### src/rtl/dsd_rt_pkg.sv
package dsd_rt_pkg;
  typedef struct packed {
    logic ov_n;
    logic oc_n;
    logic dc_n;
  } flt_t;

  // Dead time actually applied: a zero setting still leaves one idle cycle.
  function automatic int dead_eff(input int setting);
    return (setting == 0) ? 1 : setting;
  endfunction
endpackage

### src/rtl/dsd_in_sync.sv
module dsd_in_sync #(
  parameter int OSR = 8
) (
  input  logic clk,
  input  logic rst_n,
  input  logic bclk_a,
  input  logic data_a,
  output logic wr,
  output logic wr_bit
);
  localparam int CW   = $clog2(OSR) + 1;
  localparam int SAMP = OSR / 2;

  logic [2:0]    bsh;
  logic [1:0]    dsh;
  logic [CW-1:0] cnt;
  logic          fall;

  assign fall = bsh[2] & ~bsh[1];

  always_ff @(posedge clk) begin
    if (!rst_n) begin
      bsh    <= '0;
      dsh    <= '0;
      cnt    <= '0;
      wr     <= 1'b0;
      wr_bit <= 1'b0;
    end else begin
      bsh <= {bsh[1:0], bclk_a};
      dsh <= {dsh[0], data_a};
      wr  <= 1'b0;
      if (fall) begin
        cnt <= CW'(1);
      end else if (cnt == CW'(SAMP)) begin
        cnt    <= '0;
        wr     <= 1'b1;
        wr_bit <= dsh[1];
      end else if (cnt != '0) begin
        cnt <= cnt + CW'(1);
      end
    end
  end


  one_wr_chk: assert property (@(posedge clk) disable iff (!rst_n) wr |=> !wr);
endmodule

### src/rtl/dsd_elastic.sv
module dsd_elastic #(
  parameter int DEPTH    = 8,
  parameter int LOCK_RUN = 16
) (
  input  logic clk,
  input  logic rst_n,
  input  logic wr,
  input  logic wr_bit,
  input  logic rd,
  output logic rd_bit,
  output logic locked
);
  localparam int PW = $clog2(DEPTH);
  localparam int LW = $clog2(LOCK_RUN + 1);
  localparam logic [PW:0] HALF = (PW + 1)'(DEPTH / 2);
  localparam logic [PW:0] FULL = (PW + 1)'(DEPTH);

  logic [DEPTH-1:0] mem;
  logic [PW-1:0]    wp, rp;
  logic [PW:0]      cnt;
  logic [LW-1:0]    good;
  logic             ovf, udf, err;

  assign ovf    = wr && !rd && (cnt == FULL);
  assign udf    = rd && (cnt == '0);
  assign err    = ovf || udf;
  assign rd_bit = mem[rp];
  assign locked = (good == LW'(LOCK_RUN));

  always_ff @(posedge clk) begin
    if (!rst_n || err) begin
      wp   <= PW'(DEPTH / 2);
      rp   <= '0;
      cnt  <= HALF;
      good <= '0;
      if (!rst_n) mem <= '0;
    end else begin
      if (wr) begin
        mem[wp] <= wr_bit;
        wp      <= wp + PW'(1);
      end
      if (rd) begin
        rp <= rp + PW'(1);
        if (!locked) good <= good + LW'(1);
      end
      if (wr && !rd)      cnt <= cnt + (PW + 1)'(1);
      else if (rd && !wr) cnt <= cnt - (PW + 1)'(1);
    end
  end


  lock_drop_chk: assert property (@(posedge clk) disable iff (!rst_n) err |=> !locked);

  depth_bound_chk: assert property (@(posedge clk) disable iff (!rst_n) cnt <= FULL);
endmodule

### src/rtl/dsd_gate_drive.sv
module dsd_gate_drive
  import dsd_rt_pkg::*;
#(
  parameter int OSR  = 8,
  parameter int DT_W = 3
) (
  input  logic                    clk,
  input  logic                    rst_n,
  input  logic                    tick,
  input  logic [$clog2(OSR)-1:0]  ph,
  input  logic                    new_bit,
  input  logic                    en,
  input  logic [DT_W-1:0]         dead_cyc,
  output logic                    hi_q,
  output logic                    lo_q
);
  logic cur_bit, hold, on_ph;

  always_comb begin
    on_ph = hold || (int'(ph) >= dead_eff(int'(dead_cyc)));
  end

  always_ff @(posedge clk) begin
    if (!rst_n) begin
      cur_bit <= 1'b0;
      hold    <= 1'b0;
      hi_q    <= 1'b0;
      lo_q    <= 1'b0;
    end else begin
      hi_q <= en &&  cur_bit && on_ph;
      lo_q <= en && !cur_bit && on_ph;
      if (tick) begin
        cur_bit <= new_bit;
        hold    <= en && (new_bit == cur_bit);
      end
    end
  end


  gates_excl_chk: assert property (@(posedge clk) disable iff (!rst_n) !(hi_q && lo_q));

  off_unlocked_chk: assert property (@(posedge clk) disable iff (!rst_n) !en |=> (!hi_q && !lo_q));
endmodule

### src/rtl/dsd_fault_gate.sv
module dsd_fault_gate
  import dsd_rt_pkg::*;
(
  input  logic clk,
  input  logic rst_n,
  input  flt_t flt,
  input  logic clr,
  output logic fault_n
);
  logic all_ok, latch;

  assign all_ok  = flt.ov_n & flt.oc_n & flt.dc_n;
  assign fault_n = all_ok & ~latch;

  always_ff @(posedge clk) begin
    if (!rst_n)       latch <= 1'b0;
    else if (!all_ok) latch <= 1'b1;
    else if (clr)     latch <= 1'b0;
  end


  latch_hold_chk: assert property (@(posedge clk) disable iff (!rst_n)
    (!fault_n && !clr) |=> !fault_n);
endmodule

### src/rtl/dsd_gate_retimer.sv
module dsd_gate_retimer
  import dsd_rt_pkg::*;
#(
  parameter int OSR      = 8,
  parameter int DEPTH    = 8,
  parameter int LOCK_RUN = 16,
  parameter int DT_W     = $clog2(OSR)
) (
  input  logic            mclk,
  input  logic            rst_n,
  input  logic            dsd_bclk,
  input  logic            dsd_bit,
  input  logic [DT_W-1:0] dead_cyc,
  input  logic            flt_ov_n,
  input  logic            flt_oc_n,
  input  logic            flt_dc_n,
  input  logic            err_clr,
  output logic            gate_hi,
  output logic            gate_lo,
  output logic            fault_n,
  output logic            locked
);
  localparam int PHW = $clog2(OSR);

  logic [PHW-1:0] ph;
  logic           tick, wr, wr_bit, rd_bit, hi_q, lo_q;
  flt_t           flt;

  assign tick = (ph == PHW'(OSR - 1));
  assign flt  = '{ov_n: flt_ov_n, oc_n: flt_oc_n, dc_n: flt_dc_n};

  always_ff @(posedge mclk) begin
    if (!rst_n) ph <= '0;
    else        ph <= ph + PHW'(1);
  end

  dsd_in_sync #(.OSR(OSR)) u_sync (
    .clk(mclk), .rst_n(rst_n), .bclk_a(dsd_bclk), .data_a(dsd_bit),
    .wr(wr), .wr_bit(wr_bit)
  );

  dsd_elastic #(.DEPTH(DEPTH), .LOCK_RUN(LOCK_RUN)) u_buf (
    .clk(mclk), .rst_n(rst_n), .wr(wr), .wr_bit(wr_bit), .rd(tick),
    .rd_bit(rd_bit), .locked(locked)
  );

  dsd_gate_drive #(.OSR(OSR), .DT_W(DT_W)) u_drv (
    .clk(mclk), .rst_n(rst_n), .tick(tick), .ph(ph), .new_bit(rd_bit),
    .en(locked), .dead_cyc(dead_cyc), .hi_q(hi_q), .lo_q(lo_q)
  );

  dsd_fault_gate u_flt (
    .clk(mclk), .rst_n(rst_n), .flt(flt), .clr(err_clr), .fault_n(fault_n)
  );

  assign gate_hi = hi_q & fault_n;
  assign gate_lo = lo_q & fault_n;


  fault_off_chk: assert property (@(posedge mclk) disable iff (!rst_n)
    !(flt_ov_n && flt_oc_n && flt_dc_n) |-> (!gate_hi && !gate_lo && !fault_n));
endmodule

### config.mk
export PLATFORM = sky130hd
export DESIGN_NAME = dsd_gate_retimer
export DESIGN_NICKNAME = d
export VERILOG_FILES = /design/src/rtl/dsd_rt_pkg.sv /design/src/rtl/dsd_in_sync.sv /design/src/rtl/dsd_elastic.sv /design/src/rtl/dsd_gate_drive.sv /design/src/rtl/dsd_fault_gate.sv /design/src/rtl/dsd_gate_retimer.sv
export SDC_FILE = /design/constraint.sdc
export NUM_CORES = 1
export LEC_CHECK = 0
export BUFFER_PORTS_ARGS = -buffer_cell sky130_fd_sc_hd__buf_2
export CELL_PAD_IN_SITES_DETAIL_PLACEMENT = 0
export CELL_PAD_IN_SITES_GLOBAL_PLACEMENT = 1
export CORE_ASPECT_RATIO = 1.25
export CORE_MARGIN = 2
export CORE_UTILIZATION = 46
export DETAILED_ROUTE_END_ITERATION = 6
export GPL_ROUTABILITY_DRIVEN = 0
export PLACE_DENSITY = 0.83
export SYNTH_ARGS = -nofsm -noshare
export SYNTH_HDL_FRONTEND = slang
export SYNTH_SLANG_ARGS = --single-unit
### constraint.sdc
create_clock -name mclk -period 2.85 [get_ports mclk]
set_clock_uncertainty 0.2 [all_clocks]
set_input_delay 0.57 -clock mclk [delete_from_list [all_inputs] [get_ports mclk]]
set_output_delay 0.57 -clock mclk [all_outputs]
set_load 0.05 [all_outputs]
==> impl_metrics.tcl, run 1 <==
set metrics [dict create \
    status "finished, final reports clean" \
    grt_antenna_before_repair 0 \
    syn-cell-area_um2 2050 \
    gr-total-overflow 0 \
    tightest_slew_ns 0.406 \
    areaGrowthSynthToFinish_pct 9.90 \
    rrSetupSlack_ns 0.44 \
    worstPathCellList "ha_1, ha_1, inv_1, ha_1, inv_1, ha_1, a21o_1, a21oi_1, mux2i_1, mux2i_1" \
    reg2regPathDepth 10 \
    total_power_mw 1.10 \
    p_leak_nw 0.947 \
    ctsResizeCount 0 \
    cp_common_cell "ha_1" \
    setup.worst_path.end_class "register" \
    num_vias 1383 \
    syn-instance-count 206 \
    r2r-end "u_buf.cnt[3]$_SDFFE_PP0P_" \
    grt_setup_unrepaired "false" \
    fin_util_pct 51.6 \
    hp-class "reg -> reg" \
    regArea_um2 921 \
    grt_max_degree 21 \
    diodes 0 \
    die_w_um 63.7 \
    multi_input_area_um2 1050 \
    cts.clk_slew.worst_paths_ns 0.07 \
    synth_area_per_cell_um2 9.94 \
    synth-edff-count 8 \
    post-cts-setup-buffers 0 \
    synthTopCellsByArea "dfxtp_1, edfxtp_1, ha_1" \
    slew-limit-headroom_pct 72.9 \
    dp_hpwl_um 2280 \
    holdPathStages 1 \
    setup_viol 0 \
    via_per_inst 4.97 \
    critPathSlowestCell "dfxtp_1" \
    ys_seq_elements 42 \
    fin_crit_sh_pct 84.5 \
    fp-row-count 27 \
    postCtsHoldBufs 0 \
    fmax_ghz 0.415 \
    p_per_area_nw_per_um2 488 \
    criticalPathCategory "reg -> reg" \
    wl_um 3260 \
    clock_latency_ns 0.29 \
    drv_slew 0 \
    dieArea_um2 5000 \
    crit_fanout 4 \
    start_util_pct 47.0 \
    async_flop_share_pct 0 \
    critPathLaunch "ph[0]$_SDFF_PN0_" \
    hold_end "u_sync.dsh[1]$_SDFF_PN0_" \
    r2r_start "ph[0]$_SDFF_PN0_" \
    place_area_um2 2170 \
    cp-start-kind "register" \
    ir_drop_v 0.000415 \
    synth_top_cell_area_share_pct 33.3 \
    ys_seq_area_share_pct 45.0 \
    clock_sinks 42 \
    fin_crit_ns 2.41 \
    drc 0 \
    fillers 406 \
    grt_pass1_vias 1313 \
    worstHoldStart "u_sync.dsh[0]$_SDFF_PN0_" \
    htree_levels 2 \
    die_y_um 78.6 \
    yosysMostFrequentCell "dfxtp_1" \
    final_area_um2 2250 \
    yosysWarnings 0 \
    tns_ns 0 \
    yosysTopAreaCell "dfxtp_1" \
    worstPathRequired_ns 2.87 \
    synth_top_flop_cell "dfxtp_1" \
    crit_arrival_ns 2.43 \
    synth_cell_types 34 \
    cts_tree "yes" \
    critical_path_buf_inv_count 2 \
    cp_top_family "adder cells" \
    synth_fp_nets 232 \
    coreArea_um2 4360 \
    firstDrtPassIters 4 \
    finalHoldViolCount 0 \
    drtIter0Drc 61 \
    grt_pass1_wl_um 5820 \
    numCtsBuffers 5 \
    wl_per_cell_um 11.7 \
    layout.nets 245 \
    cap_violations 0 \
    yosys-top-cells-count "dfxtp_1, nor2_1, nand2_1" \
    clockRootBuffer "clkbuf_8" \
    cts_max_path_buffers 2 \
    drive_gt1_share_pct 12.7 \
    portBuffers 14 \
    grt_use_total_pct 14.9 \
    io_pins 15 \
    max_stage_delay_ns 0.32 \
    ant_nets 0 \
]
## metal layers
metal	global-route usage, %	vias up	part of all wire (%)
met5	0	-	0
met4	5.87	0	1.8
met1	17.9	637	47
li1	-	725	-
met2	25.4	15	48
met3	3.87	6	2.5
## logic make-up (layout without fill, tap and decap cells)
| logic type | after synthesis | after routing | synth area share [%] |
|---|---|---|---|
| simple gates | 85 | 85 | 20.6 |
| flops | 42 | 42 | 45.0 |
| buf+inv | 19 | 33 | 3.85 |
| mux | 18 | 18 | 10.6 |
| compound gates | 16 | 16 | 5.68 |
| fa+ha+maj | 15 | 15 | 9.54 |
| xor+xnor | 11 | 11 | 4.71 |
## state kept, by name, indices dropped and copies added, names as in the netlist, 2 cells and up
signal	count
u_buf.mem	8
u_buf.good	5
ph	3
u_sync.cnt	4
u_sync.dsh	2
u_buf.rp	3
u_buf.wp	3
u_buf.cnt	4
u_sync.bsh	3
## cell type report
class                   instances  share of cell area, %
multi-input cells             145                   46.9
flip-flops and latches         42                   40.9
repair buffers                 16                   3.78
clock buffers                   6                   3.23
well taps                      58                   3.23
inverters                       9                   1.50
clock inverters                 2                  0.445
## how the worst max path moves through the flow
stage | cells past startpoint | endpoint | slack (ns)
after floorplan | 3 | gate_hi | 0.19
after global placement | 10 | u_buf.cnt[3]$_SDFFE_PP0P_ | 0.53
after detailed placement | 10 | u_buf.cnt[3]$_SDFFE_PP0P_ | 0.45
after CTS | 10 | u_buf.cnt[3]$_SDFFE_PP0P_ | 0.42
after global routing | 10 | u_buf.cnt[3]$_SDFFE_PP0P_ | 0.28
final | 10 | u_buf.cnt[3]$_SDFFE_PP0P_ | 0.44
## metrics by stage
step	hold slack (ns)	worst slack, ns	cells
3_5_place_dp	0.221	0.450	270
2_1_floorplan	0.212	0.194	206
4_1_cts	0.237	0.423	278
6_report	0.231	0.442	278
5_1_grt	0.252	0.281	278
3_3_place_gp	0.221	0.531	270
## placed cells by master (no fill, tap or decap), types with 2 or more instances in the layout
| master | instances |
|---|---|
| a21o_1 | 2 |
| a21oi_1 | 5 |
| and2_1 | 10 |
| buf_2 | 14 |
| buf_4 | 2 |
| clkbuf_8 | 5 |
| clkinv_2 | 2 |
| dfxtp_1 | 34 |
| edfxtp_1 | 8 |
| ha_1 | 14 |
| inv_1 | 9 |
| mux2i_1 | 15 |
| mux4_2 | 2 |
| nand2_1 | 16 |
| nand2b_1 | 5 |
| nand3_1 | 7 |
| nand3b_1 | 4 |
| nand4_1 | 4 |
| nor2_1 | 28 |
| nor2b_1 | 4 |
| nor3_1 | 4 |
| nor3b_1 | 2 |
| o211ai_1 | 2 |
| xnor2_1 | 4 |
| xor2_1 | 7 |
## report_power, final
part	total, mW	switching, mW	internal [mW]
sequential	0.641	0.0146	0.626
combinational	0.0977	0.0523	0.0454
clock	0.360	0.191	0.170
total	1.10	0.258	0.841
## worst reg2reg max path: cells and delay by family, from the launching register on
| family | cells | cell delay, ns |
|---|---|---|
| adder cells (fa/ha/maj) | 4 | 0.85 |
| multiplexers | 2 | 0.41 |
| buffers and inverters | 2 | 0.19 |
| flip-flops | 1 | 0.32 |
| AO/OA/AOI/OAI | 2 | 0.35 |
Note: power is estimated with default switching activity, not from simulation.
==> run 2: changes to the inputs <==
--- a/config.mk
+++ b/config.mk
@@ -10,10 +10,10 @@
 export CELL_PAD_IN_SITES_GLOBAL_PLACEMENT = 1
 export CORE_ASPECT_RATIO = 1.25
 export CORE_MARGIN = 2
-export CORE_UTILIZATION = 46
+export CORE_UTILIZATION = 42
 export DETAILED_ROUTE_END_ITERATION = 6
 export GPL_ROUTABILITY_DRIVEN = 0
-export PLACE_DENSITY = 0.83
+export PLACE_DENSITY = 0.8
 export SYNTH_ARGS = -nofsm -noshare
 export SYNTH_HDL_FRONTEND = slang
 export SYNTH_SLANG_ARGS = --single-unit
==> constraint.sdc (replaced) <==
create_clock -name mclk -period 2.11 [get_ports mclk]
set_clock_uncertainty 0.2 [all_clocks]
set_input_delay 0.422 -clock mclk [delete_from_list [all_inputs] [get_ports mclk]]
set_output_delay 0.422 -clock mclk [all_outputs]
set_load 0.05 [all_outputs]
==> impl_metrics.tcl, run 2 (same netlist as run 1, synthesis figures left out) <==
set metrics [dict create \
    status "finished, final reports clean" \
    fin_crit_ns 2.07 \
    r2r_start "ph[1]$_SDFF_PN0_" \
    io_pins 15 \
    max_stage_delay_ns 0.34 \
    grt_antenna_before_repair 0 \
    portBuffers 14 \
    setup.worst_path.end_class "register" \
    start_util_pct 43.3 \
    crit_fanout 3 \
    setup_viol 0 \
    drive_gt1_share_pct 22.2 \
    cap_violations 0 \
    clockRootBuffer "clkbuf_8" \
    dieArea_um2 5450 \
    wl_per_cell_um 11.5 \
    seqPwrFrac_pct 56.4 \
    slew-limit-headroom_pct 72.2 \
    drtIter0Drc 67 \
    fin_crit_sh_pct 98.1 \
    htree_levels 2 \
    grt_pass1_vias 1348 \
    grt_pass1_wl_um 5920 \
    p_int_mw 1.18 \
    die_y_um 82.1 \
    grt_setup_unrepaired "true" \
    fp-row-count 28 \
    layout.nets 255 \
    critPathLaunch "ph[1]$_SDFF_PN0_" \
    criticalPathCategory "reg -> reg" \
    hp-class "in -> reg" \
    p_leak_nw 1.00 \
    gr-total-overflow 0 \
    combinationalPowerShare_pct 9.5 \
    dp_hpwl_um 2370 \
    switching_share_pct 23.2 \
    reg2regPathDepth 10 \
    clock_latency_ns 0.29 \
    largest_reg_flops 8 \
    cp_common_cell "ha_4" \
    cts.clk_slew.worst_paths_ns 0.07 \
    ant_nets 0 \
    rrSetupSlack_ns 0.04 \
    worstPathRequired_ns 2.13 \
    power_switching_mw 0.357 \
    endpoint "u_buf.cnt[3]$_SDFFE_PP0P_" \
    clockPowerShare_pct 34.1 \
    total_power_mw 1.54 \
    ir_drop_v 0.000499 \
    critPathSlowestCell "dfxtp_2" \
    numCtsBuffers 5 \
    firstDrtPassIters 4 \
    final_common_cell "dfxtp_1" \
    areaGrowthSynthToFinish_pct 18.5 \
    cts_tree "yes" \
    num_vias 1431 \
    largest-register "u_buf.mem" \
    finalHoldViolCount 0 \
    die_w_um 66.4 \
    tightest_slew_ns 0.416 \
    grt_max_degree 21 \
    via_per_inst 4.93 \
    final_area_um2 2420 \
    crit_arrival_ns 2.09 \
    fillers 454 \
    diodes 0 \
    reg_top3 "u_buf.mem (8), u_buf.good (5)" \
    r2r-end "u_buf.cnt[3]$_SDFFE_PP0P_" \
    p_per_area_nw_per_um2 636 \
    wl_um 3340 \
    mostFrequentLayoutCells "dfxtp_1, nor2_1, nand2_1, mux2i_1, buf_2" \
    grt_use_total_pct 14.4 \
    drv_slew 0 \
    drc 0 \
    worstPathCellList "ha_4, ha_4, inv_4, ha_4, inv_4, ha_4, a21o_1, a21oi_2, mux2i_1, mux2i_1" \
    cp-start-kind "register" \
    fmax_ghz 0.483 \
    cts_max_path_buffers 2 \
    coreArea_um2 4730 \
    place_area_um2 2250 \
    clock_sinks 42 \
]
run 2: repair_timing:
action	4_1_cts	5_1_grt
gates cloned	0	0
hold buffers	0	0
gates resized for setup	7	6
setup endpoints to repair	2	16
buffers inserted	0	2
pin swaps	2	3
run 2: final cells by class:
class	count	area [um^2]	share of cell area (%)
multi-input combinational	145	1130	46.6
sequential	42	923	38.1
timing repair buffer	26	166	6.86
clock buffer	7	86.3	3.56
tap	60	75.1	3.10
inverter	9	38.8	1.60
clock inverter	1	5.00	0.206
run 2: worst min path at each step:
stage                             start                  endpoint  slack (ns)  cells after the start
3_5_place_dp   u_sync.dsh[0]$_SDFF_PN0_  u_sync.dsh[1]$_SDFF_PN0_        0.22                      1
4_1_cts                         dsd_bit  u_sync.dsh[0]$_SDFF_PN0_        0.13                      2
2_1_floorplan  u_sync.bsh[0]$_SDFF_PN0_  u_sync.bsh[1]$_SDFF_PN0_        0.21                      1
3_3_place_gp   u_sync.dsh[0]$_SDFF_PN0_  u_sync.dsh[1]$_SDFF_PN0_        0.22                      1
6_report                        dsd_bit  u_sync.dsh[0]$_SDFF_PN0_        0.14                      2
5_1_grt                        dsd_bclk  u_sync.bsh[0]$_SDFF_PN0_        0.13                      2
run 2: routing by layer:
| metal | up-vias | GRT usage (%) | routed length, um |
|---|---|---|---|
| met5 | - | 0 | 0 |
| met4 | 0 | 5.51 | 61 |
| met3 | 5 | 3.29 | 77 |
| met2 | 13 | 24.6 | 1660 |
| met1 | 668 | 17.5 | 1540 |
| li1 | 745 | - | - |
run 2: power groups by stage:
stage | logic (mW) | clock network (mW) | registers (mW)
finish | 0.146 | 0.526 | 0.870
CTS | 0.145 | 0.542 | 0.870
global placement | 0.139 | 0 | 0.884
floorplan | 0.106 | 0 | 0.879
detailed placement | 0.141 | 0 | 0.886
global route | 0.170 | 0.573 | 0.875
run 2: per-stage QoR:
stage	setup slack, ns	hold slack [ns]	cells	TNS [ns]	util (%)
after global routing	-0.0781	0.134	290	-0.233	51.3
after CTS	0.00531	0.130	288	0	50.4
final	0.0404	0.135	290	0	51.3
after global placement	-0.0313	0.216	280	-0.0313	47.7
after detailed placement	-0.0727	0.223	280	-0.0887	47.7
after floorplan	-0.194	0.212	206	-0.194	-
run 2: worst max-delay path: cells and delay by family, from the launching register on:
kind | cells | cell delay [ns]
flops | 1 | 0.34
compound gates | 2 | 0.30
fa+ha+maj | 4 | 0.65
buf+inv | 2 | 0.09
mux | 2 | 0.42
==> run 3: changes to the inputs <==
--- a/config.mk
+++ b/config.mk
@@ -10,10 +10,11 @@
 export CELL_PAD_IN_SITES_GLOBAL_PLACEMENT = 1
 export CORE_ASPECT_RATIO = 1.25
 export CORE_MARGIN = 2
-export CORE_UTILIZATION = 42
+export CORE_UTILIZATION = 35
 export DETAILED_ROUTE_END_ITERATION = 6
 export GPL_ROUTABILITY_DRIVEN = 0
-export PLACE_DENSITY = 0.8
+export PLACE_DENSITY = 0.69
+export SETUP_SLACK_MARGIN = 0.5
 export SYNTH_ARGS = -nofsm -noshare
 export SYNTH_HDL_FRONTEND = slang
 export SYNTH_SLANG_ARGS = --single-unit
==> constraint.sdc (replaced) <==
create_clock -name mclk -period 1.85 [get_ports mclk]
set_clock_uncertainty 0.2 [all_clocks]
set_input_delay 0.37 -clock mclk [delete_from_list [all_inputs] [get_ports mclk]]
set_output_delay 0.37 -clock mclk [all_outputs]
set_load 0.05 [all_outputs]
==> impl_metrics.tcl, run 3 (same netlist as run 1, synthesis figures left out) <==
set metrics [dict create \
    crit_arrival_ns 2.07 \
    cp-start-kind "register" \
    critPathLaunch "ph[1]$_SDFF_PN0_" \
    areaGrowthSynthToFinish_pct 33.8 \
    wl_um 3760 \
    final_common_cell "nor2_1" \
    dp.cells 288 \
    numCtsBuffers 5 \
    dp_hpwl_um 2560 \
    setup_viol 30 \
    largest_reg_flops 8 \
    place_ws_ns -0.206 \
    largest-register "u_buf.mem" \
    drive_gt1_share_pct 36.4 \
    clock_sinks 42 \
    gr-total-overflow 0 \
    fmax_ghz 0.488 \
    status "complete, but fails checks" \
    hp-class "in -> reg" \
    die_w_um 72.4 \
    grt_setup_unrepaired "true" \
    ant_nets 0 \
    via_per_inst 4.84 \
    layout.nets 272 \
    mostFrequentLayoutCells "nor2_1, dfxtp_1, buf_4, nand2_1, mux2i_1" \
    tightest_slew_ns 0.399 \
    diodes 0 \
    htree_levels 2 \
    drv_slew 0 \
    crit_fanout 4 \
    slew-limit-headroom_pct 73.3 \
    violations "setup timing" \
    cts.clk_slew.worst_paths_ns 0.08 \
    postCtsHoldBufs 0 \
    reg_top3 "u_buf.mem (8), u_buf.good (5)" \
    criticalPathCategory "reg -> reg" \
    setup.worst_path.end_class "register" \
    grt_use_total_pct 13.3 \
    worstHoldStart "dsd_bclk" \
    grt_pass1_vias 1497 \
    wl_per_cell_um 12.0 \
    fin_ws_ns -0.198 \
    dieArea_um2 6480 \
    grt_max_degree 13 \
    grt_antenna_before_repair 0 \
    cts_tree "yes" \
    io_pins 15 \
    r2r_start "ph[1]$_SDFF_PN0_" \
    fillers 564 \
    fp-row-count 31 \
    clockRootBuffer "clkbuf_8" \
    fin_crit_ns 2.05 \
    coreArea_um2 5740 \
    die_y_um 89.5 \
    p_leak_nw 1.13 \
    num_vias 1516 \
    p_per_area_nw_per_um2 681 \
    cts_max_path_buffers 2 \
    start_util_pct 35.7 \
    grt_pass1_wl_um 6670 \
    final_cells 313 \
    drc 0 \
    firstDrtPassIters 4 \
    ir_drop_v 0.000407 \
    worstPathRequired_ns 1.87 \
    drtIter0Drc 68 \
    finalHoldViolCount 0 \
    portBuffers 14 \
    fin_crit_sh_pct 111 \
    clock_latency_ns 0.29 \
    cap_violations 0 \
]
[run 3: cell count changes in the layout (fill, tap and decap cells not counted), sizes merged]
cell / previous run / this run
buf: 26 / 43
[run 3: layout make-up]
cell class                      count  area, um^2  area share [%]
Clock buffer                        7        86.3            3.15
Clock inverter                      1        5.00           0.183
Inverter                            9        43.8            1.60
Multi-Input combinational cell    145        1230            45.0
Sequential cell                    42         933            34.1
Tap cell                           66        82.6            3.02
Timing Repair Buffer               43         355            13.0
[run 3: per-layer routing]
layer | global-route usage (%) | vias to the layer above | routed length (um)
met5 | 0 | - | 0
met2 | 23.6 | 14 | 1890
met1 | 15.3 | 719 | 1730
met4 | 5.56 | 0 | 48
li1 | - | 779 | -
met3 | 3.16 | 4 | 84
[run 3: power by group]
part           total [mW]  internal, mW  switching [mW]  leakage, nW
registers           0.988         0.966          0.0215        0.361
logic               0.272         0.152           0.119        0.724
clock network       0.605         0.301           0.304       0.0482
total                1.86          1.42           0.445         1.13
[run 3: timing repair]
item,4_1_cts,5_1_grt
endpoints found under the setup margin,41,41
resized for setup,26,7
pin swaps,8,10
buffers inserted,13,4
[run 3: worst max-delay path, stage by stage (launching register included)]
cell and delay [ns]:
dfxtp_2 0.34, ha_4 0.16, ha_4 0.16, inv_4 0.05, ha_4 0.14, inv_6 0.05, ha_4 0.20, a21o_1 0.16
a21oi_2 0.12, mux2i_1 0.22, mux2i_1 0.19
[run 3: path summary, 6_finish.rpt]
check	depth (start not counted)	slack [ns]	end
worst min-delay path	2	0.08	u_sync.bsh[0]$_SDFF_PN0_
worst max-delay path	10	-0.20	u_buf.cnt[3]$_SDFFE_PP0P_
worst min register to register	1	0.24	u_sync.dsh[1]$_SDFF_PN0_
worst max register to register	10	-0.20	u_buf.cnt[3]$_SDFFE_PP0P_
[run 3: through the flow]
step                hold WS, ns  area, um^2  total power [mW]  TNS, ns  util (%)
finish                   0.0835        2740              1.86    -4.22      47.7
global route             0.0760        2740              1.96    -6.84      47.7
CTS                      0.0723        2670              1.88    -4.10      46.5
floorplan                 0.212        2180              1.14    -4.13         -
detailed placement        0.223        2390              1.20    -2.64      41.6
global placement          0.216        2390              1.20    -1.95      41.6
